<file path="config.mk">
export PLATFORM = sky130hd
export DESIGN_NAME = cpl_timeout_monitor
export DESIGN_NICKNAME = d
export VERILOG_FILES = /design/src/rtl/cto_pkg.sv /design/src/rtl/cto_tag_slot.sv /design/src/rtl/cto_pick.sv /design/src/rtl/cpl_timeout_monitor.sv
export SDC_FILE = /design/constraint.sdc
export NUM_CORES = 1
export LEC_CHECK = 0
export BUFFER_PORTS_ARGS = -buffer_cell sky130_fd_sc_hd__buf_2
export CORE_MARGIN = 1.5
export CORE_UTILIZATION = 40
export DETAILED_ROUTE_END_ITERATION = 10
export PLACE_DENSITY = 0.65
export SYNTH_ARGS = -nofsm -noshare
export SYNTH_HDL_FRONTEND = slang
export SYNTH_SLANG_ARGS = --single-unit
</file>
<file path="constraint.sdc">
create_clock -name clk -period 6.48 [get_ports clk]
set_input_delay 1.296 -clock clk [delete_from_list [all_inputs] [get_ports clk]]
set_output_delay 1.296 -clock clk [all_outputs]
set_load 0.005 [all_outputs]
</file>
<file path="src/rtl/cto_pkg.sv">
package cto_pkg;

   typedef struct packed {
      logic cfg_en;
      logic ncfg_en;
   } cto_en_t;

   // configuration class needs both enables; ordinary class needs only its own
   function automatic logic cto_class_on(cto_en_t en, logic is_cfg);
      return en.ncfg_en && (!is_cfg || en.cfg_en);
   endfunction

endpackage

</file>
<file path="src/rtl/cto_tag_slot.sv">
module cto_tag_slot
   import cto_pkg::*;
#(
   parameter int AGE_W = 8
) (
   input  logic             clk,
   input  logic             rst_n,
   input  logic             issue,
   input  logic             issue_cfg,
   input  logic             cpl_hit,
   input  logic             retire,
   input  logic             tick,
   input  logic [AGE_W-1:0] limit,
   input  cto_en_t          en,
   output logic             out_q,
   output logic             expired
);
   localparam logic [AGE_W-1:0] AGE_MAX = {AGE_W{1'b1}};

   logic             cfg_q;
   logic [AGE_W-1:0] age_q;
   logic             cls_en;

   assign cls_en  = cto_class_on(en, cfg_q);
   assign expired = out_q && (age_q >= limit) && cls_en && !cpl_hit;

   always_ff @(posedge clk or negedge rst_n) begin
      if (!rst_n) begin
         out_q <= 1'b0;
         cfg_q <= 1'b0;
         age_q <= '0;
      end else if (!out_q) begin
         if (issue) begin
            out_q <= 1'b1;
            cfg_q <= issue_cfg;
            age_q <= '0;
         end
      end else if (cpl_hit || retire) begin
         out_q <= 1'b0;
      end else if (tick && (age_q != AGE_MAX)) begin
         age_q <= age_q + 1'b1;
      end
   end


   disabled_holds_chk: assert property (@(posedge clk) disable iff (!rst_n)
      (out_q && !cls_en && !cpl_hit) |=> out_q);


   age_saturates_chk: assert property (@(posedge clk) disable iff (!rst_n)
      (out_q && age_q == AGE_MAX && !cpl_hit && !retire) |=> (age_q == AGE_MAX));

endmodule

</file>
<file path="src/rtl/cto_pick.sv">
module cto_pick #(
   parameter int N     = 8,
   parameter int IDX_W = 3
) (
   input  logic [N-1:0]     req,
   output logic [N-1:0]     grant,
   output logic             any,
   output logic [IDX_W-1:0] idx
);
   always_comb begin
      idx = '0;
      for (int i = N - 1; i >= 0; i--) begin
         if (req[i]) idx = IDX_W'(i);
      end
      any   = |req;
      grant = '0;
      if (any) grant[idx] = 1'b1;
   end
endmodule

</file>
<file path="src/rtl/cpl_timeout_monitor.sv">
module cpl_timeout_monitor
   import cto_pkg::*;
#(
   parameter int NTAGS       = 8,
   parameter int AGE_W       = 8,
   parameter int CTL_W       = 32,
   parameter int NCFG_EN_POS = 22,
   parameter int CFG_EN_POS  = 23,
   localparam int TAG_W      = $clog2(NTAGS)
) (
   input  logic             clk,
   input  logic             rst_n,
   input  logic             req_vld,
   input  logic [TAG_W-1:0] req_tag,
   input  logic             req_is_cfg,
   input  logic             cpl_vld,
   input  logic [TAG_W-1:0] cpl_tag,
   input  logic             tick,
   input  logic [CTL_W-1:0] ctl_word,
   input  logic [AGE_W-1:0] limit,
   output logic             tmo_pulse,
   output logic [TAG_W-1:0] tmo_tag,
   output logic [NTAGS-1:0] outstanding,
   output logic             proto_err
);
   if (NTAGS < 2 || NTAGS != (1 << TAG_W)) begin : g_bad_ntags
      $error("NTAGS must be a power of two, at least 2");
   end
   if (AGE_W < 1) begin : g_bad_age
      $error("AGE_W must be positive");
   end
   if (NCFG_EN_POS >= CTL_W || CFG_EN_POS >= CTL_W || NCFG_EN_POS == CFG_EN_POS) begin : g_bad_pos
      $error("enable bit positions must be distinct and inside ctl_word");
   end

   cto_en_t          en_q;
   logic [NTAGS-1:0] expired;
   logic [NTAGS-1:0] grant;
   logic             any_exp;
   logic [TAG_W-1:0] pick_idx;
   logic             unused_ctl;

   assign unused_ctl = ^ctl_word;

   always_ff @(posedge clk or negedge rst_n) begin
      if (!rst_n) begin
         en_q <= '0;
      end else begin
         en_q.ncfg_en <= ctl_word[NCFG_EN_POS];
         en_q.cfg_en  <= ctl_word[CFG_EN_POS];
      end
   end

   for (genvar i = 0; i < NTAGS; i++) begin : g_slot
      cto_tag_slot #(.AGE_W(AGE_W)) u_slot (
         .clk       (clk),
         .rst_n     (rst_n),
         .issue     (req_vld && (req_tag == TAG_W'(i))),
         .issue_cfg (req_is_cfg),
         .cpl_hit   (cpl_vld && (cpl_tag == TAG_W'(i))),
         .retire    (grant[i]),
         .tick      (tick),
         .limit     (limit),
         .en        (en_q),
         .out_q     (outstanding[i]),
         .expired   (expired[i])
      );
   end

   cto_pick #(.N(NTAGS), .IDX_W(TAG_W)) u_pick (
      .req   (expired),
      .grant (grant),
      .any   (any_exp),
      .idx   (pick_idx)
   );

   always_ff @(posedge clk or negedge rst_n) begin
      if (!rst_n) begin
         tmo_pulse <= 1'b0;
         tmo_tag   <= '0;
         proto_err <= 1'b0;
      end else begin
         tmo_pulse <= any_exp;
         if (any_exp) tmo_tag <= pick_idx;
         if (req_vld && outstanding[req_tag]) proto_err <= 1'b1;
      end
   end


   pulse_retires_chk: assert property (@(posedge clk) disable iff (!rst_n)
      tmo_pulse |-> !outstanding[tmo_tag]);


   pulse_was_live_chk: assert property (@(posedge clk) disable iff (!rst_n)
      tmo_pulse |-> ((($past(outstanding) >> tmo_tag) & NTAGS'(1)) != '0));


   cpl_wins_chk: assert property (@(posedge clk) disable iff (!rst_n)
      (cpl_vld && outstanding[cpl_tag]) |=> !(tmo_pulse && tmo_tag == $past(cpl_tag)));


   proto_sticky_chk: assert property (@(posedge clk) disable iff (!rst_n)
      proto_err |=> proto_err);

endmodule

</file>
==> results of run 1 <==
[path summary, 6_finish.rpt]
path / start / to / slack [ns] / cells after the start
max: limit[1] / g_slot[3].u_slot.age_q[7]$_DFFE_PN0P_ / 2.30 / 10
min: proto_err$_DFFE_PN0P_ / proto_err$_DFFE_PN0P_ / 0.45 / 1
max reg2reg: g_slot[1].u_slot.age_q[0]$_DFFE_PN0P_ / g_slot[3].u_slot.age_q[7]$_DFFE_PN0P_ / 3.24 / 10
min reg2reg: proto_err$_DFFE_PN0P_ / proto_err$_DFFE_PN0P_ / 0.45 / 1
max in group asynchronous: rst_n / g_slot[7].u_slot.age_q[7]$_DFFE_PN0P_ / 4.50 / 2
min in group asynchronous: rst_n / g_slot[0].u_slot.age_q[4]$_DFFE_PN0P_ / 0.82 / 1
[cells in the final DEF (no fill, tap or decap), types with 3 or more instances in the layout]
cell / n
a211oi_1: 7
a21o_1: 8
a21oi_1: 26
a31o_2: 4
a31oi_1: 3
and2_1: 4
and3_1: 10
buf_2: 33
buf_4: 3
clkbuf_16: 9
dfrtp_1: 87
ha_1: 72
inv_1: 36
mux2_2: 4
mux2i_1: 5
nand2_1: 69
nand2b_1: 14
nand3_1: 32
nand4_1: 15
nor2_1: 43
nor3_1: 21
nor3b_1: 3
nor4_1: 3
o2111ai_1: 3
o211ai_1: 10
o21a_1: 7
o21ai_0: 41
o21ai_1: 4
o21ai_2: 3
o311ai_1: 3
o31ai_1: 6
o41ai_1: 3
or2_2: 4
or3_1: 11
or4_1: 6
xnor2_1: 19
xor2_1: 6
[cell type report]
cell class / instances / area [um2] / area share (%)
flip-flops and latches: 87 / 2180 / 32.3
inverters: 36 / 135 / 2.01
clock inverters: 1 / 30.0 / 0.446
multi-input cells: 514 / 3710 / 55.1
well taps: 188 / 235 / 3.49
repair buffers: 36 / 188 / 2.79
clock buffers: 12 / 256 / 3.81
[through the flow]
stage	setup slack, ns	cells	hold slack (ns)	util (%)	cell area (um2)
2_1_floorplan	3.00	661	0.447	-	6170
3_3_place_gp	2.06	861	0.439	42.6	6450
3_5_place_dp	1.93	861	0.440	42.6	6450
4_1_cts	2.31	874	0.456	44.5	6730
5_1_grt	2.04	874	0.482	44.5	6730
6_report	2.30	874	0.450	44.5	6730
[state kept, by name (all words and copies together), names as in the netlist]
| register | flops |
|---|---|
| g_slot.u_slot.age_q | 64 |
| en_q | 2 |
| tmo_pulse | 1 |
| tmo_tag | 3 |
| g_slot.u_slot.out_q | 8 |
| g_slot.u_slot.cfg_q | 8 |
| proto_err | 1 |
[worst reg2reg max path: stages, from the launching register on]
cell	delay, ns
dfrtp_1	0.39
inv_1	0.10
ha_1	0.23
nand2b_4	0.15
a2111oi_4	0.40
o311ai_4	0.20
o2bb2ai_4	0.20
o311ai_1	0.99
nor3_1	0.16
xnor2_1	0.20
nor2_1	0.06
[cell usage after synthesis (all sizes together), types with 10 or more instances]
cell type	count
nor2	43
buf	16
nand3	33
o211ai	10
nand2	69
or3	11
o21ai	48
nor3	22
ha	72
dfrtp	87
inv	36
nand4	16
xnor2	19
a21oi	27
nand2b	16
and3	10
[per-layer routing]
layer | up-vias | wire length (um) | GRT usage [%]
li1 | 2457 | - | -
met1 | 2475 | 7410 | 27.5
met2 | 134 | 7070 | 32.7
met3 | 28 | 885 | 5.44
met4 | 0 | 342 | 5.82
met5 | - | 0 | 0
[kinds of logic after synthesis]
family          share of synthesized area [%]
fa+ha+maj                                14.6
buf+inv                                  4.64
compound gates                           18.2
flops                                    35.3
mux                                      2.27
simple gates                             21.5
xor+xnor                                 3.55
[power by group through the flow]
stage               clock network (mW)  registers, mW  logic (mW)
finish                           0.525          0.833       0.618
global route                     0.555          0.854       0.707
CTS                              0.539          0.832       0.620
detailed placement                   0          0.842       0.615
global placement                     0          0.831       0.582
floorplan                            0          0.787       0.491
==> summary.txt, run 1 <==
Status
  – Status: complete, no violations

Placement
  – Placer congestion estimate: 0.873
  – Buffers on Ports: 34
  – DPL Wire Length: 11,400 um

Clock tree
  – Worst skew pair latency: 0.35 ns
  – CTS buffer count: 9
  – CTS tree: built
  – Post-CTS setup repair buffer count: 0
  – CTS H-Tree Depth: 3
  – PostCTS Resize Cnt: 0
  – Sink Count: 87
  – Longest Clk Path Bufs: 2
  – Reg clk slew, reported paths: 0.06 ns
  – Clk root buf: clkbuf_16
  – Hold_buf cts: 0

Pwr
  – Cell Pwr Density: 294 nW/um2
  – Pint: 1.27 mW
  – Sw Pwr: 0.711 mW
  – Sw frac: 36.0%
  – Seq pwr share: 42.2%
  – VDD IR max: 201 uV
  – Clk pwr share: 26.6%
  – Gate power share: 31.3%
  – Pleak: 3.10 nW
  – Total power: 1.98 mW

Yosys
  – Area contributors post-synth: dfrtp_1, ha_1, nand2_1
  – Synthesized area: 6170 um2
  – Synth Register Bits: 87
  – Top cell type's share of synthesized area: 35.3%
  – Count of cell types in the netlist: 74
  – Synth area leader: dfrtp_1
  – Async set or reset register ratio after synthesis: 100%
  – Cells after synthesis: 661
  – Post-synthesis sequential area ratio: 35.3%
  – Mean Syn Cell Area: 9.34 um2
  – Post-synth EDFFs: 0
  – Ys flop type: dfrtp_1
  – Yosys warning count: 0
  – Post-synth net total: 785

Setup path
  – CP Launch Type: input pin
  – Setup crit end kind: flip-flop
  – CP max stage cell: o311ai_1
  – CP bufs+invs: 2
  – Data arrival, critical path: 4.39 ns
  – Crit path max fanout: 12
  – CP Cell Sequence: buf_2, inv_1, ha_1, a2111oi_4, o311ai_4, o2bb2ai_4, o311ai_1, nor3_1, xnor2_1, nor2_1
  – Critical path type: in -> reg
  – CP top delay family: compound AO/OA/AOI/OAI gates
  – CP peak stage delay: 0.99 ns
  – Req. time, crit path: 6.69 ns

Global routing
  – Gr usage total: 20.5%
  – Largest net degree at the start of global routing: 68
  – Initial antenna violation count: 0
  – First-pass GRT wire length: 25,900 um
  – Total grt overflow: 0
  – Vias in the first global route: 4,976

Floorplan
  – Row count: 45
  – Core area: 15,100 um2
  – Die area: 16,200 um2
  – DIE WIDTH: 127 um
  – Boundary pin count: 65
  – Initial Util: 40.8%
  – Die Y: 127 um

STA
  – Slew Limit Headroom: 14.8%
  – Worst slew pin tran: 1.27 ns
  – Setup TNS: 0 ns
  – Skew final: 0.00912 ns
  – Endpoints failing setup: 0
  – Period Utilization, post-route: 64.5%
  – RSZ-0062 raised after global routing: false
  – Period minus WS final: 4.18 ns
  – Peak Freq: 0.239 GHz
  – Final Max Slew Viols: 0
  – Hold Fails Final Rpt: 0

Detailed routing
  – DR vias/cell: 5.83
  – Via count: 5,094
  – DRC violations left: 0
  – Routed WL per cell: 18.0 um
  – Detailed Route WL: 15,700 um
  – Drt first-iter violations: 281
  – DRT Pass-1 Iters: 6
  – Remaining antenna violation count: 0

Finish
  – Diode count: 0
  – Share of cells above drive strength 1: 12.4%
  – Fill cells: 1,445
  – Final nets: 808
  – Area delta synth->final: 9.04%

Job
  – # Max-Cap Violations: 0

Worst hold path
  – Min-delay worst type: reg -> reg
Note: power is estimated with default switching activity, not from simulation.
==> inputs of run 2 (changes only) <==
ABC_AREA = 1   (was not set)
PLACE_DENSITY = 0.67   (was 0.65)
clock period = 3.68 ns   (was 6.48 ns; I/O delays follow)
==> run 2 against run 1 <==
Die area is 4.7% higher. Final area is 6.8% higher. Total power is 82% higher. Non-clock buffer count stayed put. Global-route usage is 0.17 points lower. Core utilization is 0.96 points higher. Worst hold slack better by 0.0011 ns. First-iteration DRC count is 17% higher. Critical endpoint is now g_slot[7].u_slot.age_q[0]$_DFFE_PN0P_. Largest cell class unchanged.
==> summary.txt, run 2 <==
Status
  – Status: complete, no violations

STA
  – Worst slew pin tran: 0.811 ns (-0.457 ns)
  – Period Utilization, post-route: 76.8%
  – RSZ-0062 raised after global routing: false
  – Final Max Slew Viols: 0 (unchanged)
  – Slew Limit Headroom: 45.9% (+31 points)
  – Peak Freq: 0.354 GHz
  – Skew final: 0.00691 ns (-0.00221 ns)
  – Period minus WS final: 2.83 ns
  – Hold Fails Final Rpt: 0 (unchanged)
  – Setup TNS: 0 ns (unchanged)
  – Endpoints failing setup: 0 (unchanged)

Global routing
  – Vias in the first global route: 5,169 (+3.9%)
  – Gr usage total: 20.3% (-0.17 points)
  – First-pass GRT wire length: 26,400 um (+1.9%)
  – Initial antenna violation count: 0 (unchanged)
  – Total grt overflow: 0 (unchanged)
  – Largest net degree at the start of global routing: 62 (-8.8%)

Yosys
  – Ys flop type: dfrtp_1
  – Post-synthesis simple-gate area fraction: 32.0% (+10 points)
  – Post-Synth XOR/XNOR Area: 4.06% (+0.52 points)
  – Yosys warning count: 0 (unchanged)
  – Post-synthesis sequential area ratio: 33.7% (-1.6 points)
  – Async set or reset register ratio after synthesis: 100% (unchanged)
  – Post-synth EDFFs: 0 (unchanged)
  – Synth Register Bits: 87 (unchanged)
  – Post-synthesis adder-cell area fraction: 13.9% (-0.66 points)
  – Synth area leader: dfrtp_1
  – Synthesized area: 6470 um2 (+4.8%)
  – Count of cell types in the netlist: 43 (-42%)
  – Mux cell area share after synthesis: 0% (-2.3 points)
  – Area contributors post-synth: dfrtp_1, ha_1, nand2_1
  – Mean Syn Cell Area: 7.57 um2 (-19%)
  – Commonest cells in the netlist: nand2_1, inv_1, dfrtp_1
  – Cells after synthesis: 854 (+29%)
  – Most common cell in the netlist: nand2_1
  – Top cell type's share of synthesized area: 33.7% (-1.6 points)
  – Post-synthesis compound-gate area fraction: 8.97% (-9.2 points)
  – Largest family of logic cells by synthesized area: simple AND/OR/NAND/NOR gates
  – Post-synth net total: 978 (+25%)

Setup path
  – Critical path type: in -> reg
  – Crit path max fanout: 10 (-2)
  – Data arrival, critical path: 3.12 ns (-1.27 ns)
  – Req. time, crit path: 3.97 ns (-2.72 ns)
  – R2R depth: 20 (+10)
  – R2r startpoint: g_slot[7].u_slot.age_q[7]$_DFFE_PN0P_
  – RR Endpoint: g_slot[6].u_slot.age_q[0]$_DFFE_PN0P_
  – CP Launch Type: input pin
  – Worst R2R Setup Slack: 1.31 ns (-1.93 ns)
  – Setup crit end kind: flip-flop

Pwr
  – Cell Pwr Density: 499 nW/um2 (+70%)
  – VDD IR max: 337 uV (+67%)
  – Total power: 3.59 mW (+82%)
  – Pleak: 3.77 nW (+22%)

Clock tree
  – Reg clk slew, reported paths: 0.06 ns (about the same)
  – CTS buffer count: 9 (unchanged)
  – Post-CTS setup repair buffer count: 0 (unchanged)
  – CTS tree: built
  – CTS H-Tree Depth: 3 (unchanged)
  – Longest Clk Path Bufs: 2 (unchanged)
  – Hold_buf cts: 0 (unchanged)
  – Clk root buf: clkbuf_16
  – Worst skew pair latency: 0.36 ns (about the same)
  – PostCTS Resize Cnt: 0 (unchanged)
  – Sink Count: 87 (unchanged)

Finish
  – Final Cell Area: 7190 um2 (+6.8%)
  – Share of cells above drive strength 1: 12.5% (+0.12 points)
  – Area delta synth->final: 11.1%
  – Most frequent cells in the layout: nand2_1, inv_1, dfrtp_1
  – Max FFs per register: 64 (unchanged)
  – Top reg by flops: g_slot.u_slot.age_q
  – Diode count: 0 (unchanged)
  – Largest registers: g_slot.u_slot.age_q x64, g_slot.u_slot.cfg_q x8, g_slot.u_slot.out_q x8
  – Final nets: 1,015 (+26%)
  – Cell Count, Final, Fillers Out: 1,111 (+27%)
  – Most common cell after layout, fill and taps aside: nand2_1

Floorplan
  – Boundary pin count: 65 (unchanged)
  – Row count: 46 (+2.2%)
  – Core area: 15,800 um2 (+4.5%)
  – DIE WIDTH: 130 um (+2.3%)
  – Die Y: 130 um (+2.3%)
  – Initial Util: 40.9% (+0.10 points)
  – Die area: 16,900 um2 (+4.7%)

Detailed routing
  – Via count: 5,625 (+10%)
  – Drt first-iter violations: 329 (+17%)
  – DRT Pass-1 Iters: 4 (-2)
  – Remaining antenna violation count: 0 (unchanged)
  – Detailed Route WL: 15,700 um (+0.20%)
  – DR vias/cell: 5.06 (-13%)
  – DRC violations left: 0 (unchanged)
  – Routed WL per cell: 14.2 um (-21%)

Placement
  – DPL Wire Length: 11,300 um (-1.1%)
  – Placer congestion estimate: 0.850 (-2.7%)
  – Buffers on Ports: 34 (unchanged)
  – Placed cell area: 6860 um2 (+6.4%)
  – Placed Instances: 1,096 (+27%)

Worst hold path
  – Min-delay worst type: in -> async

Job
  – # Max-Cap Violations: 0 (unchanged)
[run 2: cell types whose count changed after synthesis, moves of 13 or more]
cell      previous run  this run
nor2_1              43        72
nand3_1             32        75
nand2_1             69       219
xnor2_1             19         6
inv_1               36        94
nand2b_1            14         0
nand2_2              0        20
xor2_1               6        24
[run 2: kinds of logic after synthesis]
kind of cell	count (synthesis)
XOR/XNOR	30
AND/OR/NAND/NOR	451
flip-flops	87
adder cells (fa/ha/maj)	72
buffers and inverters	118
AO/OA/AOI/OAI	96
[run 2: per-stage QoR]
step | setup slack (ns) | hold slack [ns] | utilization, %
final | 0.853 | 0.451 | 45.4
after global routing | 0.583 | 0.472 | 45.4
after CTS | 0.837 | 0.469 | 45.4
after detailed placement | 0.467 | 0.463 | 43.3
after global placement | 0.530 | 0.469 | 43.3
after floorplan | 1.19 | 0.440 | -
[run 2: per-layer routing]
layer	vias to the layer above	GRT usage [%]	share of wire (%)
li1	2887	-	-
met4	0	7.78	1.9
met5	-	0	0
met1	2585	28.7	50
met3	17	3.49	4.9
met2	136	31.0	43
[run 2: layout make-up]
cell class	instances	area, um2
clock buffers	12	267
clock inverters	3	65.1
fillers	1584	8640
inverters	108	410
multi-input cells	649	3810
flip-flops and latches	87	2180
well taps	216	270
repair buffers	36	188
[run 2: where the power goes]
group	internal, mW	leakage, nW	switching (mW)
Sequential	1.16	1.16	0.266
Clock	0.645	0.165	0.390
Combinational	0.398	2.45	0.726
Total	2.21	3.77	1.38
[run 2: how the worst max path moves through the flow]
stage | cells after the start | startpoint | slack (ns) | to
after floorplan | 19 | limit[1] | 1.19 | g_slot[4].u_slot.age_q[0]$_DFFE_PN0P_
final | 20 | limit[1] | 0.85 | g_slot[7].u_slot.age_q[0]$_DFFE_PN0P_
after detailed placement | 20 | limit[1] | 0.47 | g_slot[7].u_slot.age_q[0]$_DFFE_PN0P_
after global routing | 20 | limit[3] | 0.58 | g_slot[7].u_slot.age_q[3]$_DFFE_PN0P_
after CTS | 18 | limit[1] | 0.84 | g_slot[7].u_slot.age_q[0]$_DFFE_PN0P_
after global placement | 20 | limit[1] | 0.53 | g_slot[7].u_slot.age_q[4]$_DFFE_PN0P_
[run 2: critical path, cell delays in order]
cell and delay [ns]:
buf_2 0.09, inv_1 0.38, ha_1 0.34, inv_1 0.06, nor2_1 0.03, o21ai_0 0.15, nand2_1 0.07, nand2_1 0.07
o2111ai_1 0.14, nand2_1 0.12, nand2_1 0.07, inv_2 0.08, nand2_4 0.06, nor2_2 0.09, nand3_1 0.14, nand2_2 0.11
nand2_4 0.11, nand2_4 0.13, nand2_1 0.07, nand2_1 0.07
